$ cat src/rtl/ldpc_enc_pkg.sv
package ldpc_enc_pkg;

  typedef enum logic [1:0] {
    ST_IDLE = 2'd0,
    ST_ENC  = 2'd1,
    ST_DEAD = 2'd2
  } enc_state_e;

  // x^e reduced modulo a polynomial of degree deg (coefficients in gpoly)
  function automatic logic [63:0] xpow_mod(input int e, input logic [63:0] gpoly,
                                           input int deg);
    logic [63:0] r;
    logic [63:0] low_mask;
    logic        top;
    low_mask = (64'd1 << deg) - 64'd1;
    r = 64'd1;
    for (int i = 0; i < e; i++) begin
      top = r[deg-1];
      r = (r << 1) & low_mask;
      if (top) r = r ^ (gpoly & low_mask);
    end
    return r;
  endfunction

  // information bits feeding parity bit k
  function automatic logic [63:0] col_mask(input int k, input int ninfo, input int npar,
                                           input logic [63:0] gpoly);
    logic [63:0] m;
    logic [63:0] rem;
    m = 64'd0;
    for (int j = 0; j < ninfo; j++) begin
      rem = xpow_mod(npar + j, gpoly, npar);
      m[j] = rem[k];
    end
    return m;
  endfunction

  // row r of the circulant check matrix built from h(x)
  function automatic logic [63:0] row_mask(input int r, input int n,
                                           input logic [63:0] hpoly, input int hdeg);
    logic [63:0] m;
    m = 64'd0;
    for (int e = 0; e <= hdeg; e++) begin
      if (hpoly[e]) m[(r - e + n) % n] = 1'b1;
    end
    return m;
  endfunction

endpackage

$ cat src/rtl/ldpc_par_gen.sv
module ldpc_par_gen #(
  parameter int          INFO_W   = 7,
  parameter int          PAR_W    = 8,
  parameter logic [63:0] GEN_POLY = 64'h1D1
) (
  input  logic [INFO_W-1:0] info,
  output logic [PAR_W-1:0]  par
);

  for (genvar k = 0; k < PAR_W; k++) begin : g_par
    localparam logic [63:0] SEL = ldpc_enc_pkg::col_mask(k, INFO_W, PAR_W, GEN_POLY);
    assign par[k] = ^(info & SEL[INFO_W-1:0]);
  end

endmodule

$ cat src/rtl/ldpc_syn_chk.sv
module ldpc_syn_chk #(
  parameter int          CODE_W   = 15,
  parameter logic [63:0] CHK_POLY = 64'hD1,
  parameter int          CHK_DEG  = 7
) (
  input  logic [CODE_W-1:0] word,
  output logic              err
);

  logic [CODE_W-1:0] syn;

  for (genvar r = 0; r < CODE_W; r++) begin : g_row
    localparam logic [63:0] ROW = ldpc_enc_pkg::row_mask(r, CODE_W, CHK_POLY, CHK_DEG);
    assign syn[r] = ^(word & ROW[CODE_W-1:0]);
  end

  assign err = |syn;

endmodule

$ cat src/rtl/ldpc_enc_ctrl.sv
module ldpc_enc_ctrl #(
  parameter int INFO_W    = 7,
  parameter int CODE_W    = 15,
  parameter int MAX_RETRY = 3,
  parameter int RTY_W     = 2
) (
  input  logic              clk,
  input  logic              rst,
  input  logic              in_valid,
  input  logic [INFO_W-1:0] in_info,
  output logic              in_ready,
  output logic [INFO_W-1:0] info_q,
  input  logic [CODE_W-1:0] cand,
  input  logic              chk_err,
  output logic              out_valid,
  output logic [CODE_W-1:0] out_code,
  output logic [RTY_W-1:0]  out_retry,
  output logic              enc_fault
);
  import ldpc_enc_pkg::*;

  localparam logic [RTY_W-1:0] RTY_LAST = RTY_W'(MAX_RETRY);

  enc_state_e       state;
  logic [RTY_W-1:0] tries;

  assign in_ready = (state == ST_IDLE);

  always_ff @(posedge clk) begin
    if (rst) begin
      state     <= ST_IDLE;
      info_q    <= '0;
      tries     <= '0;
      out_valid <= 1'b0;
      out_code  <= '0;
      out_retry <= '0;
      enc_fault <= 1'b0;
    end else begin
      out_valid <= 1'b0;
      case (state)
        ST_IDLE: begin
          if (in_valid) begin
            info_q <= in_info;
            tries  <= '0;
            state  <= ST_ENC;
          end
        end
        ST_ENC: begin
          if (!chk_err) begin
            out_valid <= 1'b1;
            out_code  <= cand;
            out_retry <= tries;
            state     <= ST_IDLE;
          end else if (tries == RTY_LAST) begin
            enc_fault <= 1'b1;
            state     <= ST_DEAD;
          end else begin
            tries <= tries + 1'b1;
          end
        end
        default: state <= ST_DEAD;
      endcase
    end
  end

endmodule

$ cat src/rtl/ldpc_selfcheck_enc.sv
module ldpc_selfcheck_enc #(
  parameter int          INFO_W    = 7,
  parameter int          CODE_W    = 15,
  parameter logic [63:0] GEN_POLY  = 64'h1D1,
  parameter logic [63:0] CHK_POLY  = 64'hD1,
  parameter int          CHK_DEG   = 7,
  parameter int          MAX_RETRY = 3,
  localparam int         PAR_W     = CODE_W - INFO_W,
  localparam int         RTY_W     = $clog2(MAX_RETRY + 1)
) (
  input  logic              clk,
  input  logic              rst,
  input  logic              in_valid,
  output logic              in_ready,
  input  logic [INFO_W-1:0] in_info,
  input  logic [PAR_W-1:0]  inj_flip,
  output logic              out_valid,
  output logic [CODE_W-1:0] out_code,
  output logic [RTY_W-1:0]  out_retry,
  output logic              enc_fault
);

  logic [INFO_W-1:0] info_q;
  logic [PAR_W-1:0]  par_raw;
  logic [PAR_W-1:0]  par_cand;
  logic [CODE_W-1:0] cand;
  logic [CODE_W-1:0] cyc_word;
  logic              chk_err;

  ldpc_par_gen #(.INFO_W(INFO_W), .PAR_W(PAR_W), .GEN_POLY(GEN_POLY)) u_par (
    .info (info_q),
    .par  (par_raw)
  );

  assign par_cand = par_raw ^ inj_flip;
  assign cand     = {par_cand, info_q};
  // cyclic order: parity at low powers, information above
  assign cyc_word = {cand[INFO_W-1:0], cand[CODE_W-1:INFO_W]};

  ldpc_syn_chk #(.CODE_W(CODE_W), .CHK_POLY(CHK_POLY), .CHK_DEG(CHK_DEG)) u_syn (
    .word (cyc_word),
    .err  (chk_err)
  );

  ldpc_enc_ctrl #(.INFO_W(INFO_W), .CODE_W(CODE_W), .MAX_RETRY(MAX_RETRY),
                  .RTY_W(RTY_W)) u_ctrl (
    .clk       (clk),
    .rst       (rst),
    .in_valid  (in_valid),
    .in_info   (in_info),
    .in_ready  (in_ready),
    .info_q    (info_q),
    .cand      (cand),
    .chk_err   (chk_err),
    .out_valid (out_valid),
    .out_code  (out_code),
    .out_retry (out_retry),
    .enc_fault (enc_fault)
  );

endmodule

$ cat config.mk
export PLATFORM = sky130hd
export DESIGN_NAME = ldpc_selfcheck_enc
export DESIGN_NICKNAME = d
export VERILOG_FILES = /design/src/rtl/ldpc_enc_pkg.sv /design/src/rtl/ldpc_par_gen.sv /design/src/rtl/ldpc_syn_chk.sv /design/src/rtl/ldpc_enc_ctrl.sv /design/src/rtl/ldpc_selfcheck_enc.sv
export SDC_FILE = /design/constraint.sdc
export NUM_CORES = 1
export LEC_CHECK = 0
export BUFFER_PORTS_ARGS = -buffer_cell sky130_fd_sc_hd__buf_2
export CORE_MARGIN = 1
export CORE_UTILIZATION = 50
export DETAILED_ROUTE_END_ITERATION = 8
export HOLD_SLACK_MARGIN = 0.02
export PLACE_DENSITY = 0.77
export SYNTH_ARGS = -nofsm -noshare
export SYNTH_HDL_FRONTEND = slang
export SYNTH_SLANG_ARGS = --single-unit
$ cat constraint.sdc
create_clock -name clk -period 1.9 [get_ports clk]
set_input_delay 0.19 -clock clk [delete_from_list [all_inputs] [get_ports clk]]
set_output_delay 0.19 -clock clk [all_outputs]
set_load 0.05 [all_outputs]
* Word-level counts from Yosys, hierarchy flattened
Cells that the tools add are included.
** Word-level totals
- Bits in registers :: 30
- Input port bits :: 18
- Word-level logic and storage cells :: 58
** Cells by class
- $add $sub $neg :: 1
- Equal/unequal tests :: 6
- Multiplexer cells :: 9
- Bitwise operators :: 3
- Reduce and logical (&&, ||, !) cells :: 32
** Operators with widths (count)
- parity 15 bit :: 15
- parity 7 bit :: 8
- OR reduction 15 bit :: 1
- two-way mux 2 bit :: 6
- case mux 2 bit (2 select lines) :: 2
- bitwise XOR 8 bit :: 1
- AND reduction 2 bit :: 3
- != test 2 bit (second input constant) :: 2
- AND reduction 4 bit :: 1
- != test 3 bit (second input constant) :: 1
- AND reduction 3 bit :: 1
- adder 2 x 1 -> 2 bit (second input constant) :: 1
- == test 2 x 1 -> 1 bit (second input constant) :: 1
- == test 2 bit (second input constant) :: 1
- zero test 2 bit :: 1
- != test 2 x 1 -> 1 bit (second input constant) :: 1
- NOT 1 bit :: 2
- nonzero test 2 bit :: 1
- OR reduction 2 bit :: 1
- two-way mux 1 bit :: 1

* Longest topological paths before layout
- Depth in word-level cells :: 6
- Mapped depth :: 5
- Gate-level depth less buffers :: 5

* Modules after synthesis
From an unflattened synthesis, not the netlist that was laid out.
** Unflattened totals
- Cell total of the unflattened synthesis :: 177
- Area, all modules :: 1626.6 um^2
** Modules (own cells, without submodules)
- ldpc_enc_ctrl :: instances 1, cells each 122, area each 1091.0 um^2, seq. area each 600.6 um^2
- ldpc_syn_chk :: instances 1, cells each 33, area each 292.8 um^2, seq. area each 0.0 um^2
- ldpc_par_gen :: instances 1, cells each 14, area each 172.7 um^2, seq. area each 0.0 um^2
- ldpc_selfcheck_enc :: instances 1, cells each 8, area each 70.1 um^2, seq. area each 0.0 um^2

* Least setup slack after synthesis
Ideal clock, no wire load.
- Kind :: register to register
- From :: reg u_ctrl.state[0]
- To :: reg u_ctrl.info_q[6]
- Data arrival time :: 1.631 ns
- Setup slack :: 0.198 ns
- Cell stages (with the launch flop) :: 6
- Path buffers :: 1
- Clock period less this slack :: 1.702 ns
- Path through :: dfxtp_1 -> nor2_1 -> and2_1 -> clkbuf_1 -> nand2_1 -> a21oi_1
** On the way
- Cells in the longest elaborated chain, start to end :: 2
** Ends and longest elaborated chain
- from (decl) :: line ldpc_enc_ctrl.sv:24 : enc_state_e state;
- from (signal assigned) :: line ldpc_enc_ctrl.sv:31 : state <= ST_IDLE;
- from (signal assigned) :: line ldpc_enc_ctrl.sv:45 : state <= ST_ENC;
- from (signal assigned) :: line ldpc_enc_ctrl.sv:53 : state <= ST_IDLE;
- zero test 2 bit
- named net in_ready :: line ldpc_selfcheck_enc.sv:14 : output logic in_ready,
- AND reduction 2 bit (no line)
- to (signal assigned) :: line ldpc_enc_ctrl.sv:43 : info_q <= in_info;
- to (decl) :: line ldpc_enc_ctrl.sv:12 : output logic [INFO_W-1:0] info_q,
The timed path passes the listed nets, and every way through them passes these cells.
A chain may end at the register's enable or synchronous reset.

* Worst setup path in the final report
- From :: reg u_ctrl.tries[0]
- To :: reg u_ctrl.tries[0]
** On the way
- Cells in the longest elaborated chain, start to end :: 4
** Ends and longest elaborated chain
- from (decl) :: line ldpc_enc_ctrl.sv:25 : logic [RTY_W-1:0] tries;
- from (signal assigned) :: line ldpc_enc_ctrl.sv:58 : tries <= tries + 1'b1;
- adder 2 x 1 -> 2 bit :: line ldpc_enc_ctrl.sv:58
- two-way mux 2 bit :: line ldpc_enc_ctrl.sv:54 : end else if (tries == RTY_LAST) begin
- two-way mux 2 bit :: line ldpc_enc_ctrl.sv:49 : if (!chk_err) begin
- case mux 2 bit (2 select lines) :: line ldpc_enc_ctrl.sv:40 : case (state)
Parallel ways exist; a longest one is shown, timed or not. The select of a mux whose other input is x is not followed.

==> impl_results.md <==
* Total GRT Usage at a little under a quarter
* Crit path max fanout at 4
* CP cell instances: ha_1 -> nand2b_1 -> a21o_1 -> or4_1 -> a21oi_1
* Area grow syn2layout at 18.9%
* Final hold vios at 0
* Placed inst area at 1550 µm²
* Gr ovfl total at 0
* Hold_buf cts at 0
* Worst slew pin tran at between 500 and 600 ps
* Number of buffers created by CTS at 5
* Synthesized instance count at 154
* Worst-Skew Late Latency at 340 ps
* Initial antenna violation count at 0
* CORE AREA at 2520 µm²
* Worst Skew at 2.98 ps
* Hold WS at just over 80 ps
* Fmax at 628 MHz
* Sw frac at 27.2%
* P per Cell Area at 772 nW/µm²
* Hold/Removal Path Class: in2reg
* Initial Util at ~54%
* First-pass GRT wire length at 4.60 mm
* # IOs at 38
* Fin crit period at between 1500 and 2000 ps
* Worst Setup End Kind: flop
* VDD IR max at 0.568 mV
* Post-DRT Antenna Nets at 0
* CP max stage cell: or4_1
* Max incr delay on CP at 430 ps
* Final instance area at 1610 µm²
* Antenna Cells at 0
* Die Height at 54.1 µm
* Die ar. at 2920 µm²
* Post-synth cell types at 25
* Die W at ~54 µm
* Final setup vio count at 0
* Status: complete, no violations
* 1st-pass router iterations at 4
* FF-to-FF Start: u_ctrl.tries[0]
* Synth top area share at between 40% and 50%
* Syn avg cell area at 8.81 µm²
* Routed WL at between 2 and 3 mm
* CTS tree: built
* Synth area leaders: dfxtp_1, xnor2_1, nand2_1
* DRC at 0
* Dpl hpwl at 2.17 mm
* Site Rows at 18
* Htree depth at 2
* Switch Pwr at 0.338 mW
* Clock group share of total power at 32.1%
* Critical path class: reg2reg
* EDFF count, synth at 0
* Final TNS setup at 0 ps
* Ys async rst share at 0%
* Worst Path Required at 2170 ps
* # resized after CTS at 0
* Syn nets at between 150 and 200
* Fin crit share at a little over four fifths
* Max-cap violations at 0
* LEAKAGE at around 0.66 nW
* Slew HR at 64.3%
* Combinational share of power at between 10 and 15%
* Clock transition at the registers of the reported paths at 90 ps
* RSZ-0062 raised after global routing: no
* I/O Buffers at 37
* Crit start category: flop
* Post-synthesis sequential area ratio at 44.3%
* Post-layout net count at 211
* Slew Viols, Final at 0
* Commonest cells post-synth: nand2_1, dfxtp_1, a21oi_1
* DR iter-0 viols at 16
* Count leader, synth: nand2_1
* Worst Setup SP: u_ctrl.tries[0]
* Via density at 5.26
* GP Congestion at 0.797
* Yosys warnings at 0
* Yosys top cell by area: dfxtp_1
* CP Data Arrival Time at between 1500 and 2000 ps
* Sequential power share at approximately 53%
* Sink Count at 30
* Internal at slightly above 0.9 mW
* Seq cells post-synth at 30
* Layout cells sized above 1 at 28.5%
* Synth Flop Type: dfxtp_1
* Fill cells at ~230
* Min-delay src: in_info[0]
* Post-CTS Setup Inserts at 0
* Vias in the first global route at approximately 1.1k
* Area of the mapped netlist at 1360 µm²
* Largest net degree at the start of global routing at 31
* Vias at roughly 1.2k
* Root Buffer: clkbuf_4
* Routed len/inst at 13.0 µm
* Clk buf depth at 2
==> power by group through the flow <==
stage / Clock (mW) / Sequential, mW / Combinational (mW)
3_3_place_gp: 0 / 0.675 / 0.178
5_1_grt: 0.437 / 0.665 / 0.203
2_1_floorplan: 0 / 0.667 / 0.142
3_5_place_dp: 0 / 0.676 / 0.185
6_report: 0.400 / 0.662 / 0.184
4_1_cts: 0.408 / 0.661 / 0.186
==> final timing paths <==
check	end	slack, ps	cells after the start
worst max-delay path	u_ctrl.tries[0]	310	5
worst min-delay path	u_ctrl.info_q[0]	80	3
worst max register to register	u_ctrl.tries[0]	310	5
worst min register to register	u_ctrl.out_code[5]	460	2
==> cell usage in the layout (no fill, tap or decap) <==
master and count:
ha_1 1, clkbuf_1 1, xor3_1 1, buf_4 3
o21ai_0 2, clkbuf_4 5, nand2b_1 3, nand4b_1 1
clkbuf_8 1, clkinv_2 1, dfxtp_1 30, a31oi_1 2
or4_1 2, or4_4 1, a211oi_1 6, buf_2 37
nor4_1 2, nor3_4 1, nor2_2 3, a211oi_2 3
and2_1 1, xor2_1 5, a21o_1 1, nor2b_1 1
nand3_1 1, nand2_1 34, nor2_1 10, a21oi_1 18
xnor2_1 16
==> cell families (layout without fill, tap and decap cells) <==
family | after synthesis | after routing | synth area share (%)
XOR/XNOR | 22 | 22 | 15.3
buffers and inverters | 9 | 48 | 3.60
AO/OA/AOI/OAI | 32 | 32 | 14.9
flip-flops | 30 | 30 | 44.3
adder cells (fa/ha/maj) | 1 | 1 | 0.922
AND/OR/NAND/NOR | 60 | 60 | 20.9
==> cell type report <==
class	count	area [µm²]	share of cell area, %
Clock buffer	7	55.1	3.41
Clock inverter	1	5.00	0.310
Multi-Input combinational cell	115	707	43.8
Sequential cell	30	601	37.2
Tap cell	30	37.5	2.33
Timing Repair Buffer	40	208	12.9
==> routing by layer <==
metal / vias to the layer above / wire [µm] / global-route usage [%]
li1: 594 / - / -
met1: 532 / 1270 / 26.0
met2: 39 / 1400 / 38.7
met3: 7 / 188 / 9.32
met4: 0 / 48 / 10.3
met5: - / 0 / 0
==> metrics by stage <==
step / worst slack [ps] / std cells / power (mW) / util, %
after global routing: 215 / 223 / 1.30 / 63.9
after detailed placement: 181 / 215 / 0.861 / 61.6
after floorplan: 198 / 154 / 0.808 / -
after global placement: 232 / 215 / 0.853 / 61.6
after CTS: 311 / 223 / 1.26 / 63.9
final: 308 / 223 / 1.25 / 63.9
==> registers in the layout, indices dropped and copies added, names as in the netlist <==
name              count
u_ctrl.out_code      15
u_ctrl.state          2
u_ctrl.tries          2
u_ctrl.out_retry      2
u_ctrl.out_valid      1
u_ctrl.enc_fault      1
u_ctrl.info_q         7
==> worst max-delay path: cells and delay by family (launching register included) <==
kind	cells	cell delay [ps]
compound gates	2	350
simple gates	2	580
fa+ha+maj	1	250
flops	1	350
No activity file was read; power rests on OpenSTA's default activity.
